--- config.mk ---
export PLATFORM = sky130hd
export DESIGN_NAME = cmd_limit_counter
export DESIGN_NICKNAME = d
export VERILOG_FILES = /design/src/rtl/cmdcnt_pkg.sv /design/src/rtl/strobe_edge_sync.sv /design/src/rtl/cmd_decoder.sv /design/src/rtl/limit_count_core.sv /design/src/rtl/cmd_limit_counter.sv
export SDC_FILE = /design/constraint.sdc
export NUM_CORES = 1
export LEC_CHECK = 0
export ABC_AREA = 1
export BUFFER_PORTS_ARGS = -buffer_cell sky130_fd_sc_hd__clkbuf_2
export CELL_PAD_IN_SITES_DETAIL_PLACEMENT = 1
export CELL_PAD_IN_SITES_GLOBAL_PLACEMENT = 1
export CORE_ASPECT_RATIO = 1.1
export CORE_MARGIN = 5
export CORE_UTILIZATION = 38
export CTS_BUF_LIST = sky130_fd_sc_hd__clkbuf_16
export DETAILED_ROUTE_END_ITERATION = 12
export GPL_TIMING_DRIVEN = 0
export PLACE_DENSITY = 0.84
export SLEW_MARGIN = 20
export SYNTH_ARGS = -nofsm -noshare
export SYNTH_HDL_FRONTEND = slang
export SYNTH_SLANG_ARGS = --single-unit
--- constraint.sdc ---
create_clock -name clk -period 2.2 [get_ports clk]
set_input_delay 0.44 -clock clk [delete_from_list [all_inputs] [get_ports clk]]
set_output_delay 0.44 -clock clk [all_outputs]
set_load 0.02 [all_outputs]
--- src/rtl/cmdcnt_pkg.sv ---
package cmdcnt_pkg;
  typedef enum logic [1:0] {
    CMD_CLEAR = 2'b00,
    CMD_LIMIT = 2'b01,
    CMD_UP    = 2'b10,
    CMD_DOWN  = 2'b11
  } cmd_e;

  typedef struct packed {
    logic up;
    logic down;
    logic arm;
  } mode_t;

  localparam mode_t MODE_NONE = '{up: 1'b0, down: 1'b0, arm: 1'b0};

  function automatic mode_t mode_of(input cmd_e c);
    mode_t m;
    m      = MODE_NONE;
    m.up   = (c == CMD_UP);
    m.down = (c == CMD_DOWN);
    m.arm  = (c == CMD_LIMIT);
    return m;
  endfunction
endpackage

--- src/rtl/strobe_edge_sync.sv ---
module strobe_edge_sync #(
  parameter int STAGES = 2
) (
  input  logic clk,
  input  logic rst,
  input  logic strobe_i,
  output logic rise_o,
  output logic fall_o
);
  logic [STAGES-1:0] sync_q;
  logic              prev_q;

  genvar g;
  generate
    for (g = 0; g < STAGES; g++) begin : g_stage
      if (g == 0) begin : g_first
        always_ff @(posedge clk) begin
          if (rst) sync_q[0] <= 1'b0;
          else     sync_q[0] <= strobe_i;
        end
      end else begin : g_next
        always_ff @(posedge clk) begin
          if (rst) sync_q[g] <= 1'b0;
          else     sync_q[g] <= sync_q[g-1];
        end
      end
    end
  endgenerate

  always_ff @(posedge clk) begin
    if (rst) prev_q <= 1'b0;
    else     prev_q <= sync_q[STAGES-1];
  end

  assign rise_o = sync_q[STAGES-1] & ~prev_q;
  assign fall_o = ~sync_q[STAGES-1] & prev_q;
endmodule

--- src/rtl/cmd_decoder.sv ---
module cmd_decoder
  import cmdcnt_pkg::*;
(
  input  logic  clk,
  input  logic  rst,
  input  logic  take_i,
  input  logic [1:0] cmd_i,
  output cmd_e  cmd_q_o,
  output mode_t mode_o,
  output logic  clear_req_o
);
  cmd_e  cmd_now;
  cmd_e  cmd_q;
  mode_t mode_q;

  assign cmd_now = cmd_e'(cmd_i);

  always_ff @(posedge clk) begin
    if (rst) begin
      cmd_q  <= CMD_CLEAR;
      mode_q <= MODE_NONE;
    end else if (take_i) begin
      cmd_q  <= cmd_now;
      mode_q <= mode_of(cmd_now);
    end
  end

  assign clear_req_o = take_i && (cmd_now == CMD_CLEAR);
  assign cmd_q_o     = cmd_q;
  assign mode_o      = mode_q;
endmodule

--- src/rtl/limit_count_core.sv ---
module limit_count_core #(
  parameter int CNT_W = 4
) (
  input  logic             clk,
  input  logic             rst,
  input  logic             new_cmd_i,
  input  logic             clear_req_i,
  input  logic             fall_i,
  input  logic             arm_i,
  input  logic             up_i,
  input  logic             down_i,
  input  logic             run_i,
  input  logic [CNT_W-1:0] data_i,
  output logic [CNT_W-1:0] count_o,
  output logic [CNT_W-1:0] limit_o,
  output logic             done_o,
  output logic             advance_o
);
  localparam logic [CNT_W-1:0] ONE = CNT_W'(1);

  function automatic logic [CNT_W-1:0] step(input logic [CNT_W-1:0] v,
                                            input logic up);
    return up ? v + ONE : v - ONE;
  endfunction

  logic [CNT_W-1:0] count_q, limit_q, next_val;
  logic             done_q;

  assign advance_o = run_i && (up_i || down_i) && !done_q && !new_cmd_i;
  assign next_val  = step(count_q, up_i);

  always_ff @(posedge clk) begin
    if (rst) begin
      limit_q <= '0;
    end else if (fall_i && arm_i) begin
      limit_q <= data_i;
    end
  end

  always_ff @(posedge clk) begin
    if (rst) begin
      count_q <= '0;
      done_q  <= 1'b0;
    end else if (new_cmd_i) begin
      done_q <= 1'b0;
      if (clear_req_i) count_q <= '0;
    end else if (advance_o) begin
      if (count_q == limit_q) begin
        done_q <= 1'b1;
      end else begin
        count_q <= next_val;
        if (next_val == limit_q) done_q <= 1'b1;
      end
    end
  end

  assign count_o = count_q;
  assign limit_o = limit_q;
  assign done_o  = done_q;
endmodule

--- src/rtl/cmd_limit_counter.sv ---
module cmd_limit_counter
  import cmdcnt_pkg::*;
#(
  parameter int CNT_W       = 4,
  parameter int SYNC_STAGES = 2
) (
  input  logic             clk,
  input  logic             rst,
  input  logic             strobe_i,
  input  logic             run_i,
  input  logic [1:0]       cmd_i,
  input  logic [CNT_W-1:0] data_i,
  output logic             done_o,
  output logic [CNT_W-1:0] count_o
);
  logic             strobe_rise;
  logic             strobe_fall;
  logic             clear_req;
  logic             count_adv;
  cmd_e             cmd_q;
  mode_t            mode_q;
  logic [CNT_W-1:0] limit_q;

  strobe_edge_sync #(.STAGES(SYNC_STAGES)) u_sync (
    .clk     (clk),
    .rst     (rst),
    .strobe_i(strobe_i),
    .rise_o  (strobe_rise),
    .fall_o  (strobe_fall)
  );

  cmd_decoder u_dec (
    .clk        (clk),
    .rst        (rst),
    .take_i     (strobe_rise),
    .cmd_i      (cmd_i),
    .cmd_q_o    (cmd_q),
    .mode_o     (mode_q),
    .clear_req_o(clear_req)
  );

  limit_count_core #(.CNT_W(CNT_W)) u_core (
    .clk        (clk),
    .rst        (rst),
    .new_cmd_i  (strobe_rise),
    .clear_req_i(clear_req),
    .fall_i     (strobe_fall),
    .arm_i      (mode_q.arm),
    .up_i       (mode_q.up),
    .down_i     (mode_q.down),
    .run_i      (run_i),
    .data_i     (data_i),
    .count_o    (count_o),
    .limit_o    (limit_q),
    .done_o     (done_o),
    .advance_o  (count_adv)
  );
endmodule

Word level (Yosys, flattened, before mapping) --
Cells that the tools add are included.
Storage, ports and cells: register bits 15, latch bits 0, bits in writable memories 0, bits in read-only memories 0, bits of input ports 10, output and inout bits 5, logic and storage cells 43, memories 0
Operators by class: add/subtract/negate cells 2, multipliers 0, div/mod/pow operators 0, order comparisons 0, equality and inequality tests 7, shifts and indexed selects 0, mux-type cells 7, bitwise gates (word level) 4, reductions and logical operators 14
Operators by type and width (number):
- $mux W4 | 5
- $eq A4 B4 Y1 | 2
- $logic_and A1 B1 Y1 | 5
- $add A4 B1 Y4 const B | 1
- $eq A2 B2 Y1 const B | 2
- $reduce_bool A2 Y1 | 2
- $sub A4 B1 Y4 const B | 1
- $reduce_and A3 Y1 | 1
- $and A1 B1 Y1 | 2
- $eq A2 B1 Y1 const B | 1
- $logic_not A1 Y1 | 2
- $logic_not A2 Y1 | 1
- $mux W1 | 2
- $ne A2 B1 Y1 const B | 1
- $ne A2 B2 Y1 const B | 1
- $not A1 Y1 | 2
- $reduce_and A2 Y1 | 1
- $reduce_or A2 Y1 | 1
- $logic_or A1 B1 Y1 | 1

Depth between registers and ports, before layout --
word-level depth 6, mapped depth 12, mapped depth without buffers 12

By module --
Synthesis repeated with hierarchy kept, for this count alone.
Unflattened totals: cells, all modules 124, area, all modules 875.8 sq um
Modules (own cells, without submodules):
- limit_count_core | times used 1, cells each 88, area an instance 594.3 sq um, seq. area each 180.2 sq um
- cmd_decoder | times used 1, cells each 24, area an instance 187.7 sq um, seq. area each 100.1 sq um
- strobe_edge_sync | times used 1, cells each 12, area an instance 93.8 sq um, seq. area each 60.1 sq um

Least setup slack after synthesis --
No wires, ideal clock.
path type reg2reg, from register u_core.count_q[0] (netlist: u_core.count_o[0]), to register u_core.done_q (netlist: u_core.done_o), setup time 0.067 ns, arrival 1.722 ns, required time 2.133 ns, path slack 0.412 ns, cell stages (with the launch flop) 10, path buffers 0, clock period less this slack 1.788 ns, cells stage by stage dfxtp_1 > inv_1 > fa_1 > xor2_1 > nand2_1 > nor2_1 > nand3_1 > nand2_1 > nand2_1 > a21oi_2
On the way: cells in the longest elaborated chain, start to end 5, elaborated cells on any way between the ends 8, classes of those cells add/sub (2); eq/ne (2); mux (2); reduce/logical (2)
RTL lines:
- from (decl) | line limit_count_core.sv:26 | logic [CNT_W-1:0] count_q, limit_q, next_val;
- from (signal assigned) | line limit_count_core.sv:51 | count_q <= next_val;
- $sub A4 B1 Y4 or $add A4 B1 Y4 (tied branches) | line limit_count_core.sv:23 | return up ? v + ONE : v - ONE;
- $mux W4 | line limit_count_core.sv:23
- $eq A4 B4 Y1 | line limit_count_core.sv:52 | if (next_val == limit_q) done_q <= 1'b1;
- $reduce_bool A2 Y1 (no source line)
- $reduce_and A2 Y1 (no source line)
- to (signal assigned) | line limit_count_core.sv:43 | done_q <= 1'b0;
- to (signal assigned) | line limit_count_core.sv:49 | done_q <= 1'b1;
- to (signal assigned) | line limit_count_core.sv:52
- to (decl) | line limit_count_core.sv:27 | logic done_q;
Several ways; a longest one is shown, not always the timed one. A chain may end at the register's enable or synchronous reset.

Final worst setup path --
Same ends and word-level chain as after synthesis.

==> metrics.txt <==
status=finished clean; top cell type's share of synthesized area=36.47%; antenna fix cells=0; initial DRC count=7; critical path, cell by cell=inv_1 -> fa_1 -> xor2_1 -> nand2_1 -> nor2_1 -> nand3_1 -> nand2_1 -> nand2_1 -> a21oi_2; M2 GR Usage=between 20 and 30%; largest net degree at the start of global routing=11; Synth area leader=dfxtp_1; H-tree levels=1; most frequent cell after synthesis=nand2_1; latest clock arrival within the worst-skew pair=approximately 0.25 ns; Power Density=~730 mW/mm^2; GPL Wtd Cong=between 0.7 and 0.8; synthesis-to-layout area growth=22.49%; max_slew headroom=between 70% and 80%; Area contributors post-synth=dfxtp_1 (36%), nand2_1 (8.7%), inv_1 (8.2%); Starting Density=just over 40%; GRT Residual Overflow=0; Setup violations, final=0; Clock Skew=about 0.0022 ns; Seq cells post-synth=15; synthesized area per cell=approximately 7.3 um^2; Post-synth EDFFs=0; CTS hold repair buffers=0; post-synthesis sequential area ratio=36.47%; top_reg_cell synth=dfxtp_1; Final Max Slew Viols=0; met3 Usage GRT=a little over 4%; Clock Root Buffer=clkbuf_16; Clock Path Buffers=2; TritonCTS clock tree=done; CTS sink cnt=15; num rows=17; drc violations=0; global-route wire length before repair=3594 um; Layout Utilization=roughly half; CP endpoint kind=flop; peak supply drop=~0.00046 V; DR vias=roughly 780; Die Width=54.38 um; post-DP HPWL=approximately 1600 um; I/O pin cnt=15; WL/cell=~14 um; Critical Path RT=around 2.4 ns; overall power=between 0.7 and 0.8 mW; core box area=between 0.002 and 0.0025 mm^2; # Max-Cap Violations=0; area of the mapped netlist=between 800 and 900 um^2; max incr delay on CP=about 0.6 ns; sequential share of power=between 30% and 40%; clock network fraction of total power=about half; Tmin final=between 1.5 and 2 ns; number of global-route vias before repair=832; Most common cell on crit path=nand2_1; DIE AREA=about 0.0032 mm^2; Pleak=0.5123 nW; Psw=approximately 0.18 mW; Global Route met1 Usage=between 15 and 20%; async set-reset flop share out of synthesis=0%; Commonest cells post-synth=nand2_1 (19), inv_1 (18), dfxtp_1 (15), nor2_1 (15), a21oi_1 (11); Comb power frac=between 10% and 20%; Reg clk slew, reported paths=~0.050 ns; CP delay by family, top=adder cells; P_int=0.5554 mW; Setup Buffers After CTS=0; Die Height=between 50 and 60 um; Net Count, Synth=approximately 130; Worst Path Buf+Inv=1; WS Path Type=reg2reg; Buffers on Ports=14; Slowest cell on crit path=fa_1; Net count, final=roughly 150; TritonCTS buffer count=3; Syn Inst Count=113; arrival time worst endpoint=~2.0 ns; RSZ-0062 raised after global routing=no; DRT Pass-1 Iters=3; Sw Ratio=around a quarter; final hold viol count=0; Global Route Usage Sum=15.94%; Detail Route Antenna Nets=0; layout cell share with drive strength beyond 1=a little under a quarter; part of the cycle the worst path needs=83.44%; library cells used by synthesis=21; Slew @ Worst Pin=0.3218 ns; Critical Path Fanout Max=5; worst hold slack=~0.39 ns; initial antenna violation count=0; CP startpoint kind=flop; post_cts resized=0; drt via density=slightly below 5; fillers=279; Hold WC Path Type=in2reg; GRT busiest layer=met2; Syn. warnings=0; routed wire length=about 2200 um; Setup TNS Final=0 ns; Peak Freq=between 500 and 600 MHz
-- worst register-to-register path, delay by kind of cell (launching register included) --
| family | cells | cell delay [ns] |
|---|---|---|
| AOI/OAI and AO/OA | 1 | 0.10 |
| xor gates and xnor gates | 1 | 0.18 |
| buffers and inverters | 1 | 0.11 |
| and+or+nand+nor | 5 | 0.39 |
| DFF | 1 | 0.41 |
| adders and majority gates | 1 | 0.59 |
-- power groups by stage --
stage	registers (mW)	logic [mW]	clock network, mW
floorplan	0.294	0.0584	0
global placement	0.291	0.0869	0
detailed placement	0.291	0.0921	0
CTS	0.286	0.0944	0.362
global route	0.286	0.105	0.377
finish	0.286	0.0927	0.358
-- cells by family after synthesis --
family | after synthesis | synth area share (%)
xor+xnor | 5 | 5.319
fa+ha+maj | 3 | 5.471
compound gates | 20 | 15.05
simple gates | 50 | 28.57
flops | 15 | 36.47
buf+inv | 20 | 9.118
-- per-stage QoR --
| stage | cell area [um^2] | worst slack, ns | instances |
|---|---|---|---|
| floorplan | 823.3 | 0.4116 | 113 |
| global placement | 928.4 | 0.3993 | 155 |
| detailed placement | 928.4 | 0.3699 | 155 |
| CTS | 1008 | 0.3350 | 159 |
| global route | 1008 | 0.2941 | 159 |
| finish | 1008 | 0.3643 | 159 |
-- state kept, by name, indices dropped and copies added, names as in the netlist --
name and flops:
u_sync.sync_q 2, u_dec.mode_o 3, u_sync.prev_q 1, u_core.limit_o 4
u_core.done_o 1, u_core.count_o 4
-- per-layer routing --
layer	wire [um]	up-vias
li1	-	395
met1	882	376
met2	1197	8
met3	53	5
met4	39	0
met5	0	-
-- area by class of cell --
cell class | count | area [um^2] | area share, %
flip-flops and latches | 15 | 300.3 | 29.78
inverters | 20 | 75.07 | 7.444
repair buffers | 14 | 70.07 | 6.948
multi-input cells | 78 | 447.9 | 44.42
clock inverters | 1 | 5.005 | 0.4963
well taps | 28 | 35.03 | 3.474
clock buffers | 3 | 75.07 | 7.444
-- cells in the final DEF (no fill, tap or decap), types with 2 or more instances in the layout --
master      n
nand2_2     2
o21ai_0     6
inv_2       2
nand3_2     2
a21oi_1    11
a21oi_2     2
dfxtp_1    15
clkbuf_16   3
nand2_1    19
nand3_1     6
nor2_1     15
clkbuf_2   14
ha_1        2
xor2_1      5
inv_1      18
-- path summary, 6_finish.rpt --
check | startpoint | endpoint | slack [ns] | cells after the start
max | u_core.count_o[0] | u_core.done_o | 0.36 | 9
min | strobe_i | u_sync.sync_q[0] | 0.39 | 3
max reg2reg | u_core.count_o[0] | u_core.done_o | 0.36 | 9
min reg2reg | u_sync.sync_q[0] | u_sync.sync_q[1] | 0.42 | 2
(Power assumes the default switching activity.)
